**config.mk**
```make
export PLATFORM = sky130hd
export DESIGN_NAME = ld_perm_gate
export DESIGN_NICKNAME = d
export VERILOG_FILES = /design/src/rtl/lpg_pkg.sv /design/src/rtl/lpg_tlb.sv /design/src/rtl/lpg_mask.sv /design/src/rtl/lpg_ctrl.sv /design/src/rtl/ld_perm_gate.sv
export SDC_FILE = /design/constraint.sdc
export NUM_CORES = 1
export LEC_CHECK = 0
export CORE_MARGIN = 4
export CORE_UTILIZATION = 25
export DETAILED_ROUTE_END_ITERATION = 12
export DONT_BUFFER_PORTS = 1
export GPL_ROUTABILITY_DRIVEN = 0
export MAX_ROUTING_LAYER = met4
export PLACE_DENSITY = 0.42
export SYNTH_ARGS = -nofsm -noshare
export SYNTH_HDL_FRONTEND = slang
export SYNTH_HIERARCHICAL = 1
export SYNTH_SLANG_ARGS = --single-unit
```
**constraint.sdc**
```tcl
create_clock -name clk -period 6.7 [get_ports clk]
set_input_delay 0.67 -clock clk [delete_from_list [all_inputs] [get_ports clk]]
set_output_delay 0.67 -clock clk [all_outputs]
set_load 0.005 [all_outputs]
```
**src/rtl/lpg_pkg.sv**
```systemverilog
package lpg_pkg;

  typedef enum logic {
    ST_IDLE = 1'b0,
    ST_WALK = 1'b1
  } lpg_state_e;

  // Access is refused when the page has no mapping, or a user load hits a
  // supervisor-only page.
  function automatic logic lpg_denied(input logic is_user,
                                      input logic pg_user,
                                      input logic pg_present);
    return !pg_present || (is_user && !pg_user);
  endfunction

endpackage

```
**src/rtl/lpg_tlb.sv**
```systemverilog
module lpg_tlb #(
  parameter int ENTRIES = 8,
  parameter int VPN_W   = 20
) (
  input  logic             clk,
  input  logic             rst,
  input  logic [VPN_W-1:0] lk_vpn,
  output logic             lk_hit,
  output logic             lk_user,
  output logic             lk_present,
  input  logic             fill_en,
  input  logic [VPN_W-1:0] fill_vpn,
  input  logic             fill_user,
  input  logic             fill_present
);
  localparam int PTR_W = (ENTRIES > 1) ? $clog2(ENTRIES) : 1;
  localparam logic [PTR_W-1:0] LAST = PTR_W'(ENTRIES - 1);

  logic             ent_valid   [ENTRIES];
  logic             ent_user    [ENTRIES];
  logic             ent_present [ENTRIES];
  logic [VPN_W-1:0] ent_vpn     [ENTRIES];
  logic [ENTRIES-1:0] match;
  logic [PTR_W-1:0] rr_ptr;

  generate
    for (genvar g = 0; g < ENTRIES; g++) begin : g_ent
      logic sel;
      assign sel = fill_en && (rr_ptr == PTR_W'(g));

      always_ff @(posedge clk) begin
        if (rst)      ent_valid[g] <= 1'b0;
        else if (sel) ent_valid[g] <= 1'b1;
      end

      always_ff @(posedge clk) begin
        if (sel) begin
          ent_vpn[g]     <= fill_vpn;
          ent_user[g]    <= fill_user;
          ent_present[g] <= fill_present;
        end
      end

      assign match[g] = ent_valid[g] && (ent_vpn[g] == lk_vpn);
    end
  endgenerate

  always_comb begin
    lk_user    = 1'b0;
    lk_present = 1'b0;
    for (int i = 0; i < ENTRIES; i++) begin
      lk_user    = lk_user    | (match[i] & ent_user[i]);
      lk_present = lk_present | (match[i] & ent_present[i]);
    end
  end

  assign lk_hit = |match;

  always_ff @(posedge clk) begin
    if (rst)          rr_ptr <= '0;
    else if (fill_en) rr_ptr <= (rr_ptr == LAST) ? '0 : rr_ptr + 1'b1;
  end

  // fills happen only after a miss, so a page never lives in two slots
  tlb_unique_chk: assert property (@(posedge clk) disable iff (rst)
    $onehot0(match));

endmodule

```
**src/rtl/lpg_mask.sv**
```systemverilog
module lpg_mask #(
  parameter int DATA_W = 64
) (
  input  logic [DATA_W-1:0] raw_data,
  input  logic              deny,
  output logic [DATA_W-1:0] safe_data
);
  generate
    for (genvar b = 0; b < DATA_W; b++) begin : g_bit
      assign safe_data[b] = raw_data[b] & ~deny;
    end
  endgenerate
endmodule

```
**src/rtl/lpg_ctrl.sv**
```systemverilog
module lpg_ctrl
  import lpg_pkg::*;
#(
  parameter int VPN_W  = 20,
  parameter int DATA_W = 64,
  parameter int TAG_W  = 6
) (
  input  logic              clk,
  input  logic              rst,
  input  logic              req_valid,
  input  logic [VPN_W-1:0]  req_vpn,
  input  logic              req_user,
  input  logic [DATA_W-1:0] req_data,
  input  logic [TAG_W-1:0]  req_tag,
  input  logic              flush,
  input  logic              lk_hit,
  input  logic              fill_valid,
  output logic              req_ready,
  output logic              accept,
  output logic              fill_take,
  output logic              walk_req,
  output logic [VPN_W-1:0]  hold_vpn,
  output logic              hold_user,
  output logic [DATA_W-1:0] hold_data,
  output logic [TAG_W-1:0]  hold_tag
);
  lpg_state_e state;
  logic       start_walk;

  assign req_ready  = (state == ST_IDLE);
  assign accept     = req_valid && req_ready && !flush;
  assign start_walk = accept && !lk_hit;
  assign fill_take  = (state == ST_WALK) && fill_valid && !flush;

  always_ff @(posedge clk) begin
    if (rst) begin
      state    <= ST_IDLE;
      walk_req <= 1'b0;
    end else begin
      case (state)
        ST_IDLE: if (start_walk) begin
          state    <= ST_WALK;
          walk_req <= 1'b1;
        end
        ST_WALK: if (flush || fill_valid) begin
          state    <= ST_IDLE;
          walk_req <= 1'b0;
        end
        default: begin
          state    <= ST_IDLE;
          walk_req <= 1'b0;
        end
      endcase
    end
  end

  always_ff @(posedge clk) begin
    if (start_walk) begin
      hold_vpn  <= req_vpn;
      hold_user <= req_user;
      hold_data <= req_data;
      hold_tag  <= req_tag;
    end
  end


  walk_stall_chk: assert property (@(posedge clk) disable iff (rst)
    walk_req |-> !req_ready);


  flush_cancel_chk: assert property (@(posedge clk) disable iff (rst)
    (state == ST_WALK && flush) |=> (!walk_req && req_ready));

endmodule

```
**src/rtl/ld_perm_gate.sv**
```systemverilog
module ld_perm_gate
  import lpg_pkg::*;
#(
  parameter int ENTRIES = 8,
  parameter int VPN_W   = 20,
  parameter int DATA_W  = 64,
  parameter int TAG_W   = 6
) (
  input  logic              clk,
  input  logic              rst,
  input  logic              req_valid,
  output logic              req_ready,
  input  logic [VPN_W-1:0]  req_vpn,
  input  logic              req_user,
  input  logic [DATA_W-1:0] req_data,
  input  logic [TAG_W-1:0]  req_tag,
  input  logic              flush,
  output logic              walk_req,
  output logic [VPN_W-1:0]  walk_vpn,
  input  logic              fill_valid,
  input  logic              fill_user,
  input  logic              fill_present,
  output logic              res_valid,
  output logic [DATA_W-1:0] res_data,
  output logic              res_fault,
  output logic [TAG_W-1:0]  res_tag
);
  logic              lk_hit, lk_user, lk_present;
  logic              accept, fill_take;
  logic [VPN_W-1:0]  hold_vpn;
  logic              hold_user;
  logic [DATA_W-1:0] hold_data;
  logic [TAG_W-1:0]  hold_tag;

  logic              src_user, pg_user, pg_present, deny, done;
  logic [DATA_W-1:0] src_data, safe_data;
  logic [TAG_W-1:0]  src_tag;

  lpg_tlb #(.ENTRIES(ENTRIES), .VPN_W(VPN_W)) u_tlb (
    .clk(clk), .rst(rst),
    .lk_vpn(req_vpn), .lk_hit(lk_hit), .lk_user(lk_user), .lk_present(lk_present),
    .fill_en(fill_take), .fill_vpn(hold_vpn),
    .fill_user(fill_user), .fill_present(fill_present)
  );

  lpg_ctrl #(.VPN_W(VPN_W), .DATA_W(DATA_W), .TAG_W(TAG_W)) u_ctrl (
    .clk(clk), .rst(rst),
    .req_valid(req_valid), .req_vpn(req_vpn), .req_user(req_user),
    .req_data(req_data), .req_tag(req_tag), .flush(flush),
    .lk_hit(lk_hit), .fill_valid(fill_valid),
    .req_ready(req_ready), .accept(accept), .fill_take(fill_take),
    .walk_req(walk_req), .hold_vpn(hold_vpn), .hold_user(hold_user),
    .hold_data(hold_data), .hold_tag(hold_tag)
  );

  assign walk_vpn = hold_vpn;

  // Source of the completing load: the parked one on a fill, else the live one.
  assign src_user   = fill_take ? hold_user    : req_user;
  assign src_data   = fill_take ? hold_data    : req_data;
  assign src_tag    = fill_take ? hold_tag     : req_tag;
  assign pg_user    = fill_take ? fill_user    : lk_user;
  assign pg_present = fill_take ? fill_present : lk_present;
  assign deny       = lpg_denied(src_user, pg_user, pg_present);
  assign done       = fill_take || (accept && lk_hit);

  lpg_mask #(.DATA_W(DATA_W)) u_mask (
    .raw_data(src_data), .deny(deny), .safe_data(safe_data)
  );

  always_ff @(posedge clk) begin
    if (rst) begin
      res_valid <= 1'b0;
      res_fault <= 1'b0;
    end else begin
      res_valid <= done;
      if (done) res_fault <= deny;
    end
  end

  always_ff @(posedge clk) begin
    if (done) begin
      res_data <= safe_data;
      res_tag  <= src_tag;
    end
  end


  hit_latency_chk: assert property (@(posedge clk) disable iff (rst)
    (accept && lk_hit) |=> (res_valid && res_tag == $past(req_tag)));


  miss_hold_chk: assert property (@(posedge clk) disable iff (rst)
    (accept && !lk_hit) |=> (walk_req && !res_valid && walk_vpn == $past(req_vpn)));


  fault_zero_chk: assert property (@(posedge clk) disable iff (rst)
    (res_valid && res_fault) |-> (res_data == '0));


  fill_done_chk: assert property (@(posedge clk) disable iff (rst)
    (walk_req && fill_valid && !flush) |=> res_valid);

endmodule

```
# Word-level counts from Yosys, hierarchy flattened
# Memories as Yosys holds them, arrays and structs flattened.
# Index checks and enable logic that the tools add are counted.
totals:
  regBits: 168
  input_bits: 98
  output_inout_bits: 94
  ram_bits: 184
  mem_count: 4
  wordCells: 308
mem_list:
  columns: ["memory", "depth", "word_bits", "rd", "rd_clocked_by_memory_dff", "write_ports", "line_no", "rtl"]
  rows:
  - ["u_tlb.ent_vpn", 8, 20, 8, 0, 1, "lpg_tlb.sv:22", "logic [VPN_W-1:0] ent_vpn [ENTRIES];"]
  - ["u_tlb.ent_present", 8, 1, 8, 0, 1, "lpg_tlb.sv:21", "logic ent_present [ENTRIES];"]
  - ["u_tlb.ent_user", 8, 1, 8, 0, 1, "lpg_tlb.sv:20", "logic ent_user [ENTRIES];"]
  - ["u_tlb.ent_valid", 8, 1, 8, 0, 8, "lpg_tlb.sv:19", "logic ent_valid [ENTRIES];"]
op_classes:
  muxes: 117
  bitwise_logic: 104
  add_sub_neg: 1
  n_eq_ne: 17
  n_reduce_logical: 54
ops:
  columns: ["operator", "count"]
  rows:
  - ["equality test 20 bit", 8]
  - ["2-to-1 mux 20 bit", 7]
  - ["OR reduction 20 bit", 7]
  - ["2-to-1 mux 1 bit", 84]
  - ["AND 1 bit", 80]
  - ["2-to-1 mux 3 bit", 22]
  - ["2-to-1 mux 64 bit", 1]
  - ["logical AND 1 bit", 23]
  - ["bitwise OR 1 bit", 22]
  - ["OR reduction 1 bit", 14]
  - ["equality test 3 bit, second input constant", 4]
  - ["OR reduction 8 bit", 1]
  - ["equality test 3 x 2 -> 1 bit, second input constant", 2]
  - ["2-to-1 mux 6 bit", 1]
  - ["zero test 1 bit", 4]
  - ["inequality test 2 bit, second input constant", 2]
  - ["case mux 1 bit (2 select lines)", 2]
  - ["adder 3 x 1 -> 3 bit, second input constant", 1]
  - ["equality test 3 x 1 -> 1 bit, second input constant", 1]
  - ["zero test 3 bit", 1]
  - ["logical OR 1 bit", 3]
  - ["NOT 1 bit", 2]
  - ["AND reduction 2 bit", 1]

# Depth between registers and ports, before layout
# Gate-level depths: netlist of the first run.
depth:
  word_depth: 16
  mapped_depth: 12
  mapped_depth_nobuf: 9

# Hierarchy
# Netlist of the first run, hierarchy kept.
by_module_without_submodules:
  columns: ["module", "area_per_inst_um2", "instances", "cells_each", "seq_area_each_um2"]
  rows:
  - ["lpg_tlb", 8086.5, 1, 507, 5575.3]
  - ["ld_perm_gate", 3425.8, 1, 161, 2142.1]
  - ["lpg_ctrl", 2849.0, 1, 102, 2772.7]
  - ["lpg_mask", 636.9, 1, 71, 0.0]

# Worst setup path before layout of the first run
# Ideal clock, no wire load.
synth_timing:
  path_type: "input to register"
  start: "input port req_vpn[6]"
  end: "register u_ctrl.hold_data[0], enable pin"
  path_slack_ns: 1.600
  arrival_time_ns: 4.608
  path_buffers: 1
  t_required_ns: 6.208
  stages: 7
  setup_ns: 0.492
  cell_sequence: "buf_4 > xor2_1 > nor4_1 > and3_1 > a22oi_1 > nand4_1 > nor4b_4"
synth_via:
  elab_chain_cells: 5
synth_rtl:
  columns: ["item", "line_no", "rtl"]
  rows:
  - ["start: declaration", "ld_perm_gate.sv:13", "input logic [VPN_W-1:0] req_vpn,"]
  - ["equality test 20 bit", "lpg_tlb.sv:44", "assign match[g] = ent_valid[g] && (ent_vpn[g] == lk_vpn);"]
  - ["logical AND 1 bit", "lpg_tlb.sv:44", null]
  - ["OR reduction 8 bit (*)", "lpg_tlb.sv:57", "assign lk_hit = |match;"]
  - ["via lk_hit", "ld_perm_gate.sv:28", "logic lk_hit, lk_user, lk_present;"]
  - ["zero test 1 bit (*)", "lpg_ctrl.sv:32", "assign start_walk = accept && !lk_hit;"]
  - ["logical AND 1 bit (*)", "lpg_ctrl.sv:32", null]
  - ["via u_ctrl.start_walk", "lpg_ctrl.sv:28", "logic start_walk;"]
  - ["end signal: assignment", "lpg_ctrl.sv:61", "hold_data <= req_data;"]
  - ["end: declaration", "lpg_ctrl.sv:24", "output logic [DATA_W-1:0] hold_data,"]
# The timed path passes the listed nets; every way through them passes the cells marked *.
# A chain may end at the register's enable or synchronous reset.

==> results of run 1 <==
==> state kept, by name (all words and copies together), names as in the netlist, 3 cells and up <==
name               count
u_tlb/ent_vpn        160
res_data              64
u_ctrl/hold_data      64
u_ctrl/hold_vpn       20
u_tlb/ent_present      8
u_tlb/ent_user         8
u_tlb/ent_valid        8
res_tag                6
u_ctrl/hold_tag        6
u_tlb/rr_ptr           3
==> worst max-delay path: stages (launching register included) <==
cell and delay (ps):
sky130_fd_sc_hd__edfxtp_1 380, sky130_fd_sc_hd__xor2_1 320, sky130_fd_sc_hd__nor4_1 90, sky130_fd_sc_hd__and3_1 210, sky130_fd_sc_hd__a22oi_1 200, sky130_fd_sc_hd__nand4_1 230
sky130_fd_sc_hd__nor4b_4 1090, sky130_fd_sc_hd__buf_12 390, sky130_fd_sc_hd__buf_4 450
==> cell type report <==
class | instances | share of cell area (%)
Clock inverter | 20 | 1.29
Multi-Input combinational cell | 430 | 23.4
Inverter | 22 | 0.486
Tap cell | 773 | 5.69
Timing Repair Buffer | 14 | 0.692
Sequential cell | 352 | 61.7
Clock buffer | 57 | 6.70
==> cell usage in the layout, fill, tap and decap left out, types with 2 or more instances in the layout <==
cell type                    count
sky130_fd_sc_hd__inv_1          21
sky130_fd_sc_hd__and3_1          5
sky130_fd_sc_hd__ha_1            6
sky130_fd_sc_hd__nor3b_1         2
sky130_fd_sc_hd__edfxtp_1      344
sky130_fd_sc_hd__a21oi_2         2
sky130_fd_sc_hd__nand4_1        31
sky130_fd_sc_hd__a22oi_1         4
sky130_fd_sc_hd__clkinv_2        4
sky130_fd_sc_hd__clkinv_1        7
sky130_fd_sc_hd__dfxtp_1         8
sky130_fd_sc_hd__nor2b_2        60
sky130_fd_sc_hd__nand2_1         9
sky130_fd_sc_hd__nor4_1          4
sky130_fd_sc_hd__nand3_1        10
sky130_fd_sc_hd__xnor2_1       142
sky130_fd_sc_hd__xnor2_2         3
sky130_fd_sc_hd__clkbuf_16      43
sky130_fd_sc_hd__mux2_4         70
sky130_fd_sc_hd__a32oi_1         8
sky130_fd_sc_hd__bufinv_16       4
sky130_fd_sc_hd__nor2_1         17
sky130_fd_sc_hd__buf_4          13
sky130_fd_sc_hd__xor2_1         16
sky130_fd_sc_hd__clkbuf_1       13
sky130_fd_sc_hd__nor3_1          8
sky130_fd_sc_hd__inv_6           2
sky130_fd_sc_hd__clkinvlp_4      2
sky130_fd_sc_hd__nor2b_1         6
sky130_fd_sc_hd__nor4_2          7
sky130_fd_sc_hd__nor3b_2         2
sky130_fd_sc_hd__nand2b_1        7
==> worst paths after layout <==
kind	start	to	slack, ps	cells after the start
max	u_tlb/ent_vpn[0][28]	u_ctrl/hold_data[41]	2870	8
min	rst	u_tlb/rr_ptr[2]	170	1
max reg2reg	u_tlb/ent_vpn[0][28]	u_ctrl/hold_data[41]	2870	8
min reg2reg	u_tlb/ent_valid[1][0]	u_tlb/ent_valid[1][0]	480	2
==> where the power goes <==
group | switching, uW | internal, uW | leakage (uW) | total, uW
logic | 64.9 | 86.1 | 0.00150 | 151
registers | 28.4 | 2450 | 0.00328 | 2470
clock network | 922 | 1350 | 0.000655 | 2270
total | 1020 | 3880 | 0.00544 | 4900
==> kinds of logic after synthesis <==
| family | Yosys count | share of synthesized area [%] |
|---|---|---|
| XOR/XNOR | 161 | 9.55 |
| adder cells (fa/ha/maj) | 6 | 0.501 |
| flip-flops | 352 | 69.9 |
| buffers and inverters | 59 | 3.64 |
| AND/OR/NAND/NOR | 173 | 8.20 |
| multiplexers | 71 | 7.07 |
| AO/OA/AOI/OAI | 19 | 1.09 |
==> layer usage <==
layer	track usage (%)	vias to the layer above	part of all wire, %
met3	3.96	49	8.0
met4	2.99	0	2.0
met5	-	-	0
met1	14.4	3514	42
met2	19.7	224	48
li1	-	3138	-
==> metrics by stage <==
| step | setup slack, ps | hold WS, ps | power, uW |
|---|---|---|---|
| after floorplan | 1600 | 432 | 2660 |
| after global placement | 2540 | 469 | 2680 |
| after detailed placement | 2520 | 464 | 2680 |
| after CTS | 2770 | 123 | 5000 |
| after global routing | 2650 | 135 | 5090 |
| final | 2870 | 168 | 4900 |
==> flow_summary.rst, run 1 <==
.. list-table::
   :header-rows: 1

   * - Metric
     - Value
   * - Core Area
     - 59200 sq um
   * - CTS H-tree depth
     - 2
   * - Result of the run
     - finished, final reports clean
   * - Combined area of all synthesized cells
     - 15000 sq um
   * - Post-DR vias/cell
     - 4.15
   * - Remaining number of nets flagged by the antenna check after routing
     - 0
   * - Filler Cell Count
     - 5911
   * - Power per unit of standard cell area
     - 288 nW/um^2
   * - DRT Pass-1 Iters
     - 4
   * - Fraction of the core area covered by cells at the end of the flow
     - 28.7%
   * - Share of final-layout standard cells stronger than drive strength 1
     - 24.7%
   * - Worst ir drop on vdd
     - 0.000143 V
   * - Die height
     - 253 um
   * - Nets in the synthesized netlist
     - 945
   * - Clock transition at the registers of the reported paths
     - 60 ps
   * - Classification of the worst setup path
     - flip-flop to flip-flop
   * - Fraction of registers with async set or reset after synthesis
     - 0%
   * - Fmax achieved
     - 261 MHz
   * - Critical Path Source Type
     - flip-flop
   * - Slew at the pin closest to its max-slew limit
     - 1210 ps
   * - Post-detailed-route wirelength per cell
     - 23.0 um
   * - Leading post-synthesis cells by cell area
     - sky130_fd_sc_hd__edfxtp_1 69%, sky130_fd_sc_hd__xnor2_1 8.3%, sky130_fd_sc_hd__mux2_4 7.0%
   * - TritonCTS clock tree
     - done
   * - Number of post-CTS setup repair buffers
     - 0
   * - Number of DRC markers in iteration 0
     - 415
   * - Placement-stage cell area
     - 15600 sq um
   * - Layout Cell Area excl Fill
     - 17000 sq um
   * - Final Non-Filler Cells
     - 1668
   * - Post-CTS Hold Buffers
     - 0
   * - Final routed wirelength across all metal layers
     - 38300 um
   * - Minimum period implied by the final worst setup slack
     - 3830 ps
   * - Area share of the largest cell type after synthesis
     - 68.9%
   * - Hold violation total from the final report
     - 0
   * - Number of buffers between clock root and the deepest sink
     - 3
   * - P&R area growth vs syn
     - 13.3%
   * - Setup TNS
     - 0 ps
   * - First-pass GRT wire length
     - 54000 um
   * - Source-to-sink clock delay at the later pin of the worst-skew pair
     - 570 ps
   * - Sequential area share after synthesis
     - 69.9%
   * - Number of enable-type register cells in the synthesized netlist
     - 344
   * - Core Rows
     - 89
   * - # port buffers
     - 0
   * - Cell variety after synth
     - 39
   * - I/O pin count
     - 192
   * - Overflow left after global routing
     - 0
   * - Cell Count Post-Placement
     - 1591
   * - Register cell area after layout
     - 10500 sq um
   * - Largest net degree at the start of global routing
     - 54
   * - CP Max Fanout
     - 53
   * - Required time at the worst-slack endpoint
     - 6900 ps
   * - Total die area
     - 64000 sq um
   * - Clock root buffer
     - sky130_fd_sc_hd__clkbuf_16
   * - Via total after detailed routing
     - 6925
   * - Largest area contributor in the synthesized netlist
     - sky130_fd_sc_hd__edfxtp_1
   * - Unrepaired setup endpoints after global routing
     - false
   * - Via count of the first global-routing pass
     - 7147
   * - Die Span X
     - 253 um
   * - Post-synth top cells
     - 344 x sky130_fd_sc_hd__edfxtp_1, 142 x sky130_fd_sc_hd__xnor2_1, 70 x sky130_fd_sc_hd__mux2_4
   * - Most common flop cell mapped by yosys
     - sky130_fd_sc_hd__edfxtp_1
   * - Diodes inserted
     - 0
   * - Starting density of the core
     - 25.3%
   * - Clock net sink count
     - 352
   * - Largest clock skew in the final design
     - 29.4 ps
   * - Final Setup Violations
     - 0
   * - Half-perimeter wire length of the detailed placement result
     - 25100 um
   * - Post-cts repair resize count
     - 0
   * - Type of destination of the critical path
     - flip-flop
   * - Top-count cell post-synth
     - sky130_fd_sc_hd__edfxtp_1
   * - Initial antenna violation count
     - 0
   * - Period Utilization, post-route
     - 57.1%
   * - Avg Cell Area, Syn
     - 17.8 sq um
   * - Worst EP arrival
     - 4030 ps
   * - Post-layout nets
     - 966
   * - Total DRC errors in the routed layout
     - 0
   * - Area occupied by multi-input gates
     - 3980 sq um
   * - Warnings from Yosys
     - 6
   * - Number of max-slew violations in the final report
     - 0
   * - Flip-flop and latch count after synthesis
     - 352
   * - Relative slew margins
     - 19.3%
   * - Syn Inst Count
     - 841
   * - Max-cap check violation count
     - 0
   * - Lkg Pwr
     - 0.00544 uW
   * - Min-Delay Path Class
     - input port to flip-flop
   * - Number of buffers created by CTS
     - 42
   * - Overall global routing resource usage
     - 12.0%
Note: power is estimated with default switching activity, not from simulation.
==> run 2: changes to the inputs <==
--- a/config.mk
+++ b/config.mk
@@ -5,13 +5,14 @@
 export SDC_FILE = /design/constraint.sdc
 export NUM_CORES = 1
 export LEC_CHECK = 0
+export ABC_AREA = 1
 export CORE_MARGIN = 4
 export CORE_UTILIZATION = 25
 export DETAILED_ROUTE_END_ITERATION = 12
 export DONT_BUFFER_PORTS = 1
 export GPL_ROUTABILITY_DRIVEN = 0
 export MAX_ROUTING_LAYER = met4
-export PLACE_DENSITY = 0.42
+export PLACE_DENSITY = 0.44
 export SYNTH_ARGS = -nofsm -noshare
 export SYNTH_HDL_FRONTEND = slang
 export SYNTH_HIERARCHICAL = 1
==> constraint.sdc (replaced) <==
create_clock -name clk -period 3.1 [get_ports clk]
set_input_delay 0.31 -clock clk [delete_from_list [all_inputs] [get_ports clk]]
set_output_delay 0.31 -clock clk [all_outputs]
set_load 0.005 [all_outputs]
==> run 2 against run 1 <==
  * Non-clock buffer count increased by 100
  * Core utilization increased by 1.8 points
  * Critical path depth is 5 higher
  * Clock skew decreased by 8.9 ps
  * Synthesized cell count is 75% higher
  * Sequential power grew 120%
  * Highest routed layer unchanged
==> flow_summary.rst, run 2 <==
.. list-table::
   :header-rows: 1

   * - Metric
     - Value
   * - Clock transition at the registers of the reported paths
     - 60 ps (about the same)
   * - Number of buffers between clock root and the deepest sink
     - 3 (unchanged)
   * - Most common cell after layout, fill and taps aside
     - sky130_fd_sc_hd__nand2_1
   * - Warnings from Yosys
     - 6 (unchanged)
   * - Most common flop cell mapped by yosys
     - sky130_fd_sc_hd__edfxtp_1
   * - Biggest registers after layout
     - u_tlb/ent_vpn: 160 flops, res_data: 64 flops, u_ctrl/hold_data: 64 flops
   * - Largest net degree at the start of global routing
     - 74 (+37%)
   * - Launch point of the critical path
     - u_tlb/ent_vpn[1][71]
   * - Core Area
     - 60600 sq um (+2.3%)
   * - Slowest stage cell on the critical path
     - sky130_fd_sc_hd__dlygate4sd3_1
   * - Smallest hold slack
     - 41.2 ps (-127 ps)
   * - Classification of the worst setup path
     - flip-flop to flip-flop
   * - Number of enable-type register cells in the synthesized netlist
     - 344 (unchanged)
   * - Initial antenna violation count
     - 0 (unchanged)
   * - Via total after detailed routing
     - 10.1k (+46%)
   * - Number of DRC markers in iteration 0
     - 764 (+84%)
   * - Area occupied by multi-input gates
     - 3780 sq um (-4.9%)
   * - Top reg by flops
     - u_tlb/ent_vpn
   * - Starting density of the core
     - 25.4% (+0.049 points)
   * - Setup TNS
     - 0 ps (unchanged)
   * - Minimum period implied by the final worst setup slack
     - 2790 ps (-1040 ps)
   * - Worst ir drop on vdd
     - 0.000363 V (+150%)
   * - Critical Path Source Type
     - flip-flop
   * - Worst reg2reg path depth
     - 13 (+5)
   * - Largest area contributor in the synthesized netlist
     - sky130_fd_sc_hd__edfxtp_1
   * - Top-count cell post-synth
     - sky130_fd_sc_hd__nand2_1
   * - Leading post-synthesis cells by cell area
     - sky130_fd_sc_hd__edfxtp_1 67%, sky130_fd_sc_hd__nand2_1 13%, sky130_fd_sc_hd__inv_1 4.4%
   * - Sequential area share after synthesis
     - 68.3% (-1.7 points)
   * - Die Span X
     - 256 um (+1.2%)
   * - Most common cell on crit path
     - sky130_fd_sc_hd__nand2_1
   * - DRT Pass-1 Iters
     - 5 (+1)
   * - Fmax achieved
     - 359 MHz (+37%)
   * - Flip-flop and latch count after synthesis
     - 352 (unchanged)
   * - Avg Cell Area, Syn
     - 10.4 sq um (-41%)
   * - Hold Path Origin
     - flush
   * - Lkg Pwr
     - 0.00758 uW (+39%)
   * - Post-CTS Hold Buffers
     - 95 (+95)
   * - Most frequent cells in the layout
     - 550 x sky130_fd_sc_hd__nand2_1, 344 x sky130_fd_sc_hd__edfxtp_1, 179 x sky130_fd_sc_hd__inv_1
   * - Filler Cell Count
     - 6216 (+5.2%)
   * - Clock net sink count
     - 352 (unchanged)
   * - Reg2Reg Launch Point
     - u_tlb/ent_vpn[1][71]
   * - Min-Delay Path Class
     - input port to flip-flop
   * - Number of buffers created by CTS
     - 39 (-7.1%)
   * - Post-route setup slack
     - 313 ps (-2560 ps)
   * - Reg2reg setup slack
     - 310 ps (-2560 ps)
   * - Fraction of registers with async set or reset after synthesis
     - 0% (unchanged)
   * - Total DRC errors in the routed layout
     - 0 (unchanged)
   * - Post-synth top cells
     - 551 x sky130_fd_sc_hd__nand2_1, 344 x sky130_fd_sc_hd__edfxtp_1, 181 x sky130_fd_sc_hd__inv_1
   * - CP Max Fanout
     - 3 (-94%)
   * - Number of max-slew violations in the final report
     - 0 (unchanged)
   * - Largest register FFs
     - 160 (unchanged)
   * - Min-Delay Path Depth
     - 5 (+4)
   * - Combined area of all synthesized cells
     - 15400 sq um (+2.5%)
   * - Required time at the worst-slack endpoint
     - 3530 ps (-3370 ps)
   * - Hold violation total from the final report
     - 0 (unchanged)
   * - Area share of the largest cell type after synthesis
     - 67.2% (-1.7 points)
   * - Max-cap check violation count
     - 0 (unchanged)
   * - Period Utilization, post-route
     - 89.9% (+33 points)
   * - Number of post-CTS setup repair buffers
     - 0 (unchanged)
   * - # port buffers
     - 0 (unchanged)
   * - Worst setup timing slack at the placement stage
     - 200 ps (-2320 ps)
   * - Core Rows
     - 90 (+1.1%)
   * - Final Setup Violations
     - 0 (unchanged)
   * - Largest clock skew in the final design
     - 20.5 ps (-8.88 ps)
   * - Worst Path Buf+Inv
     - 2 (unchanged)
   * - CTS H-tree depth
     - 2 (unchanged)
   * - Total die area
     - 65500 sq um (+2.4%)
   * - Nets in the synthesized netlist
     - 1576 (+67%)
   * - Unrepaired setup endpoints after global routing
     - false
   * - Slew at the pin closest to its max-slew limit
     - 616 ps (-589 ps)
   * - Result of the run
     - finished, final reports clean
   * - P&R area growth vs syn
     - 20.1%
   * - Register cell area after layout
     - 10500 sq um (unchanged)
   * - Post-DR vias/cell
     - 4.22 (+1.8%)
   * - Post-detailed-route wirelength per cell
     - 20.0 um (-13%)
   * - Overflow left after global routing
     - 0 (unchanged)
   * - Critical R2R Capture
     - u_ctrl/state
   * - Via count of the first global-routing pass
     - 9917 (+39%)
   * - Share of final-layout standard cells stronger than drive strength 1
     - 7.87% (-17 points)
   * - I/O pin count
     - 192 (unchanged)
   * - Highest cell delay on the worst timing path
     - 580 ps (-510 ps)
   * - Final routed wirelength across all metal layers
     - 48000 um (+25%)
   * - Remaining number of nets flagged by the antenna check after routing
     - 0 (unchanged)
   * - Half-perimeter wire length of the detailed placement result
     - 32400 um (+29%)
   * - Overall global routing resource usage
     - 14.6% (+2.6 points)
   * - Relative slew margins
     - 58.8% (+39 points)
   * - Capture endpoint of the worst hold path
     - u_ctrl/walk_req
   * - Post-layout nets
     - 1690 (+75%)
   * - TritonCTS clock tree
     - done
   * - Die height
     - 256 um (+1.2%)
   * - Cell variety after synth
     - 29 (-26%)
   * - Power per unit of standard cell area
     - 575 nW/um^2 (+100%)
   * - Source-to-sink clock delay at the later pin of the worst-skew pair
     - 560 ps (about the same)
   * - Top cell family by delay on the critical path
     - simple AND/OR/NAND/NOR gates
   * - Clock root buffer
     - sky130_fd_sc_hd__clkbuf_16
   * - Diodes inserted
     - 0 (unchanged)
   * - Type of destination of the critical path
     - flip-flop
   * - Post-cts repair resize count
     - 0 (unchanged)
   * - First-pass GRT wire length
     - 69000 um (+28%)
   * - Cells traversed along the worst timing path
     - nand2_1, o21ai_0, nor2_1, nand2_1, nor2_1, nand3_1, nand2_1, nor2_1, nand2_1, inv_1, nand3_1, a21oi_1, dlygate4sd3_1
   * - Syn Inst Count
     - 1472 (+75%)
   * - Worst EP arrival
     - 3220 ps (-810 ps)
==> run 2: cell count changes in the layout (fill, tap and decap cells not counted), moves of 15 or more <==
cell / change
sky130_fd_sc_hd__xnor2_1: -129
sky130_fd_sc_hd__nor2b_2: -60
sky130_fd_sc_hd__nand4_1: -15
sky130_fd_sc_hd__inv_1: +158
sky130_fd_sc_hd__mux2_4: -70
sky130_fd_sc_hd__nor2_2: +22
sky130_fd_sc_hd__dlygate4sd3_1: +95
sky130_fd_sc_hd__nor2_1: +143
sky130_fd_sc_hd__nand2_1: +541
sky130_fd_sc_hd__o21ai_0: +44
==> run 2: worst max path at each step <==
stage,end,slack [ps],cells past startpoint
after floorplan,u_ctrl/hold_data[0],7,13
after global placement,res_data[19],200,12
after detailed placement,u_ctrl/hold_vpn[6],200,13
after CTS,u_ctrl/state,240,13
after global routing,u_ctrl/state,100,13
final,u_ctrl/state,310,13
==> run 2: cells by family (layout without fill, tap and decap cells) <==
logic type	after synthesis	after routing	share of synthesized area, %
simple gates	782	782	20.0
flops	352	352	68.3
buf+inv	237	379	7.34
compound gates	73	73	2.65
xor+xnor	22	22	1.25
fa+ha+maj	6	6	0.489
==> run 2: worst reg2reg max path, cell delays in order, from the launching register on <==
cell                            delay (ps)
sky130_fd_sc_hd__edfxtp_1              400
sky130_fd_sc_hd__nand2_1                80
sky130_fd_sc_hd__o21ai_0                70
sky130_fd_sc_hd__nor2_1                300
sky130_fd_sc_hd__nand2_1               130
sky130_fd_sc_hd__nor2_1                410
sky130_fd_sc_hd__nand3_1               130
sky130_fd_sc_hd__nand2_1               100
sky130_fd_sc_hd__nor2_1                 40
sky130_fd_sc_hd__nand2_1               100
sky130_fd_sc_hd__inv_1                  60
sky130_fd_sc_hd__nand3_1               170
sky130_fd_sc_hd__a21oi_1                90
sky130_fd_sc_hd__dlygate4sd3_1         580
==> run 2: cell type report <==
type	count	area share, %
Timing Repair Buffer	114	6.26
Inverter	196	4.05
Sequential cell	352	56.8
Clock buffer	47	5.68
Tap cell	782	5.30
Multi-Input combinational cell	883	20.5
Clock inverter	22	1.38
==> run 2: where the power goes <==
| group | internal [uW] | switching (uW) |
|---|---|---|
| registers | 5280 | 55.7 |
| logic | 182 | 275 |
| clock network | 2900 | 1920 |
| total | 8360 | 2250 |
==> run 2: metrics by stage <==
step                util, %  cells  power [uW]  instance area [sq um]
floorplan                 -   1472        5680                  15400
global placement       26.7   2232        5780                  16200
detailed placement     26.7   2232        5780                  16200
CTS                    30.5   2396       10800                  18500
global route           30.5   2396       11000                  18500
finish                 30.5   2396       10600                  18500
==> run 2: routing by layer <==
| metal | track usage (%) | part of all wire (%) | vias up | wire length (um) |
|---|---|---|---|---|
| met5 | - | 0 | - | 0 |
| met4 | 4.39 | 2.7 | 0 | 1290 |
| met3 | 3.67 | 6.3 | 67 | 3030 |
| met2 | 24.0 | 49 | 259 | 23500 |
| met1 | 17.9 | 42 | 4854 | 20200 |
| li1 | - | - | 4943 | - |
==> run 3: changes to the inputs <==
--- a/config.mk
+++ b/config.mk
@@ -6,13 +6,12 @@
 export NUM_CORES = 1
 export LEC_CHECK = 0
 export ABC_AREA = 1
-export CORE_MARGIN = 4
 export CORE_UTILIZATION = 25
 export DETAILED_ROUTE_END_ITERATION = 12
 export DONT_BUFFER_PORTS = 1
 export GPL_ROUTABILITY_DRIVEN = 0
 export MAX_ROUTING_LAYER = met4
-export PLACE_DENSITY = 0.44
+export PLACE_DENSITY = 0.42
 export SYNTH_ARGS = -nofsm -noshare
 export SYNTH_HDL_FRONTEND = slang
 export SYNTH_HIERARCHICAL = 1
==> constraint.sdc (replaced) <==
create_clock -name clk -period 2.6 [get_ports clk]
set_input_delay 0.26 -clock clk [delete_from_list [all_inputs] [get_ports clk]]
set_output_delay 0.26 -clock clk [all_outputs]
set_load 0.005 [all_outputs]
==> run 3 against run 2 <==
  * Core utilization up 0.45 points
  * Highest routed layer unchanged
  * Final cell count grew 0.96%
  * Critical endpoint is now u_ctrl/walk_req
  * Clock power up 15%
  * Critical path depth up 2
  * Count of clock-buffer cells in the layout increased by 5
  * Register-to-register slack got worse by 170 ps
==> flow_summary.rst, run 3 (synthesis results as in run 2) <==
.. list-table::
   :header-rows: 1

   * - Metric
     - Value
   * - Fmax achieved
     - 407 MHz (+13%)
   * - Top cell family by delay on the critical path
     - simple AND/OR/NAND/NOR gates
   * - Clock net sink count
     - 352 (unchanged)
   * - Max-cap check violation count
     - 0 (unchanged)
   * - Share of final-layout standard cells stronger than drive strength 1
     - 10.0% (+2.1 points)
   * - Type of destination of the critical path
     - flip-flop
   * - First-pass GRT wire length
     - 69600 um (+0.94%)
   * - Total DRC errors in the routed layout
     - 0 (unchanged)
   * - Slowest stage cell on the critical path
     - sky130_fd_sc_hd__dlygate4sd3_1
   * - Most frequent cells in the layout
     - 549 x sky130_fd_sc_hd__nand2_1, 344 x sky130_fd_sc_hd__edfxtp_1, 173 x sky130_fd_sc_hd__inv_1
   * - Cell Count Post-Placement
     - 2246 (+0.63%)
   * - I/O pin count
     - 192 (unchanged)
   * - Clock root buffer
     - sky130_fd_sc_hd__clkbuf_16
   * - Worst setup timing slack at the placement stage
     - 81.4 ps (-119 ps)
   * - Overflow left after global routing
     - 0 (unchanged)
   * - Top reg by flops
     - u_tlb/ent_vpn
   * - Fraction of power consumed by sequential logic
     - 50.9% (+0.7 points)
   * - Highest cell delay on the worst timing path
     - 540 ps (-40 ps)
   * - Post-layout nets
     - 1709 (+1.1%)
   * - Slew at the pin closest to its max-slew limit
     - 798 ps (+182 ps)
   * - Most common cell on crit path
     - sky130_fd_sc_hd__nand2_1
   * - CP Max Fanout
     - 3 (unchanged)
   * - Result of the run
     - finished, final reports clean
   * - Logic gate share of total power
     - 4.7% (+0.4 points)
   * - Area occupied by multi-input gates
     - 3820 sq um (+1.1%)
   * - Cells traversed along the worst timing path
     - nand2_1, o21ai_0, nor2_1, nand2_1, nor2_4, nand3_1, nand2_1, nor2_1, nand2_2, inv_1, nand3_2, nand2_1, nand2_1, dlygate4sd3_1, inv_1
   * - Layout Cell Area excl Fill
     - 18700 sq um (+1.5%)
   * - Post-DR vias/cell
     - 4.27 (+1.1%)
   * - Via count of the first global-routing pass
     - 10.5k (+5.6%)
   * - Unrepaired setup endpoints after global routing
     - false
   * - Largest net degree at the start of global routing
     - 74 (unchanged)
   * - Hold violation total from the final report
     - 0 (unchanged)
   * - Half-perimeter wire length of the detailed placement result
     - 33100 um (+2.0%)
   * - Classification of the worst setup path
     - flip-flop to flip-flop
   * - Die Span X
     - 250 um (-2.3%)
   * - Source-to-sink clock delay at the later pin of the worst-skew pair
     - 560 ps (about the same)
   * - Total die area
     - 62500 sq um (-4.6%)
   * - Power per unit of standard cell area
     - 667 nW/um^2 (+16%)
   * - Via total after detailed routing
     - 10.3k (+2.1%)
   * - Initial antenna violation count
     - 1 (+1)
   * - Smallest hold slack
     - 37.3 ps (-3.92 ps)
   * - Required time at the worst-slack endpoint
     - 3050 ps (-480 ps)
   * - Switching share of total power
     - 22.0% (+0.79 points)
   * - Minimum period implied by the final worst setup slack
     - 2460 ps (-328 ps)
   * - Relative slew margins
     - 46.8% (-12 points)
   * - Final Setup Violations
     - 0 (unchanged)
   * - Core Area
     - 60600 sq um (unchanged)
   * - Diodes inserted
     - 0 (unchanged)
   * - Largest clock skew in the final design
     - 16.3 ps (-4.19 ps)
   * - Worst ir drop on vdd
     - 0.000350 V (-3.6%)
   * - Final Non-Filler Cells
     - 2419 (+0.96%)
   * - Placement-stage cell area
     - 16400 sq um (+1.5%)
   * - Number of max-slew violations in the final report
     - 0 (unchanged)
   * - # port buffers
     - 0 (unchanged)
   * - Die height
     - 250 um (-2.3%)
   * - CTS H-tree depth
     - 2 (unchanged)
   * - Number of buffers created by CTS
     - 40 (+2.6%)
   * - Switching Power
     - 2750 uW (+22%)
   * - Register cell area after layout
     - 10500 sq um (unchanged)
   * - Period Utilization, post-route
     - 94.6% (+4.7 points)
   * - Post-route setup slack
     - 140 ps (-172 ps)
   * - Starting density of the core
     - 25.4% (unchanged)
   * - Overall global routing resource usage
     - 15.6% (+1.0 points)
   * - Worst EP arrival
     - 2910 ps (-310 ps)
   * - Core Rows
     - 90 (unchanged)
   * - Most common cell after layout, fill and taps aside
     - sky130_fd_sc_hd__nand2_1
   * - Clock transition at the registers of the reported paths
     - 60 ps (about the same)
   * - DRT Pass-1 Iters
     - 5 (unchanged)
   * - Post-detailed-route wirelength per cell
     - 19.7 um (-1.8%)
   * - Largest register FFs
     - 160 (unchanged)
   * - Filler Cell Count
     - 6203 (-0.21%)
   * - TritonCTS clock tree
     - done
   * - Worst Path Buf+Inv
     - 3 (+1)
   * - P&R area growth vs syn
     - 21.9%
   * - Final routed wirelength across all metal layers
     - 47600 um (-0.90%)
   * - Number of buffers between clock root and the deepest sink
     - 3 (unchanged)
   * - Remaining number of nets flagged by the antenna check after routing
     - 0 (unchanged)
   * - Part of the power in the clock network
     - 44.3% (-1.1 points)
   * - Lkg Pwr
     - 0.00767 uW (+1.3%)
   * - Number of post-CTS setup repair buffers
     - 0 (unchanged)
   * - Biggest registers after layout
     - u_tlb/ent_vpn: 160 flops, res_data: 64 flops, u_ctrl/hold_data: 64 flops
   * - Cell internal power dissipation
     - 9740 uW (+17%)
   * - Number of DRC markers in iteration 0
     - 852 (+12%)
   * - Min-Delay Path Class
     - input port to flip-flop
   * - Critical Path Source Type
     - flip-flop
-- run 3: through the flow --
stage / setup TNS (ps) / utilization, % / total power [uW]
2_1_floorplan: -24020 / - / 6800
3_3_place_gp: 0 / 27.1 / 6920
3_5_place_dp: 0 / 27.1 / 6920
4_1_cts: 0 / 30.8 / 12700
5_1_grt: 0 / 30.9 / 12900
6_report: 0 / 30.9 / 12500
-- run 3: cell type report --
cell class	instances	area share, %
Tap cell	782	5.22
Multi-Input combinational cell	883	20.4
Inverter	196	4.12
Clock inverter	22	1.04
Clock buffer	52	5.70
Timing Repair Buffer	132	7.50
Sequential cell	352	56.0
-- run 3: metal layers --
layer	GRT usage, %	part of all wire (%)	vias up
met1	19.2	43	5024
met2	25.5	48	242
li1	-	-	4992
met5	-	0	-
met3	3.56	6.1	74
met4	4.65	2.5	0
-- run 3: final timing paths --
| check | from | end | slack [ps] | cells past startpoint |
|---|---|---|---|---|
| worst max register to register | u_tlb/ent_vpn[1][39] | u_ctrl/walk_req | 140 | 15 |
| worst min register to register | u_ctrl/hold_tag[1] | res_tag[1] | 520 | 2 |
| worst min-delay path | flush | res_valid | 40 | 3 |
| worst max-delay path | u_tlb/ent_vpn[1][39] | u_ctrl/walk_req | 140 | 15 |
-- run 3: timing repair --
action,4_1_cts,5_1_grt
hold buffers,98,0
setup endpoints to repair,0,125
resized for setup,0,6
hold endpoints to repair,179,0
-- run 3: worst min-delay path, stage by stage --
cell,delay (ps)
sky130_fd_sc_hd__nor2_1,20
sky130_fd_sc_hd__nand2_1,140
sky130_fd_sc_hd__a21oi_1,100
-- run 3: power groups by stage --
stage	sequential (uW)	combinational, uW	clock [uW]
2_1_floorplan	6450	344	0
3_3_place_gp	6490	438	0
3_5_place_dp	6490	437	0
4_1_cts	6370	597	5720
5_1_grt	6370	659	5910
6_report	6360	591	5540
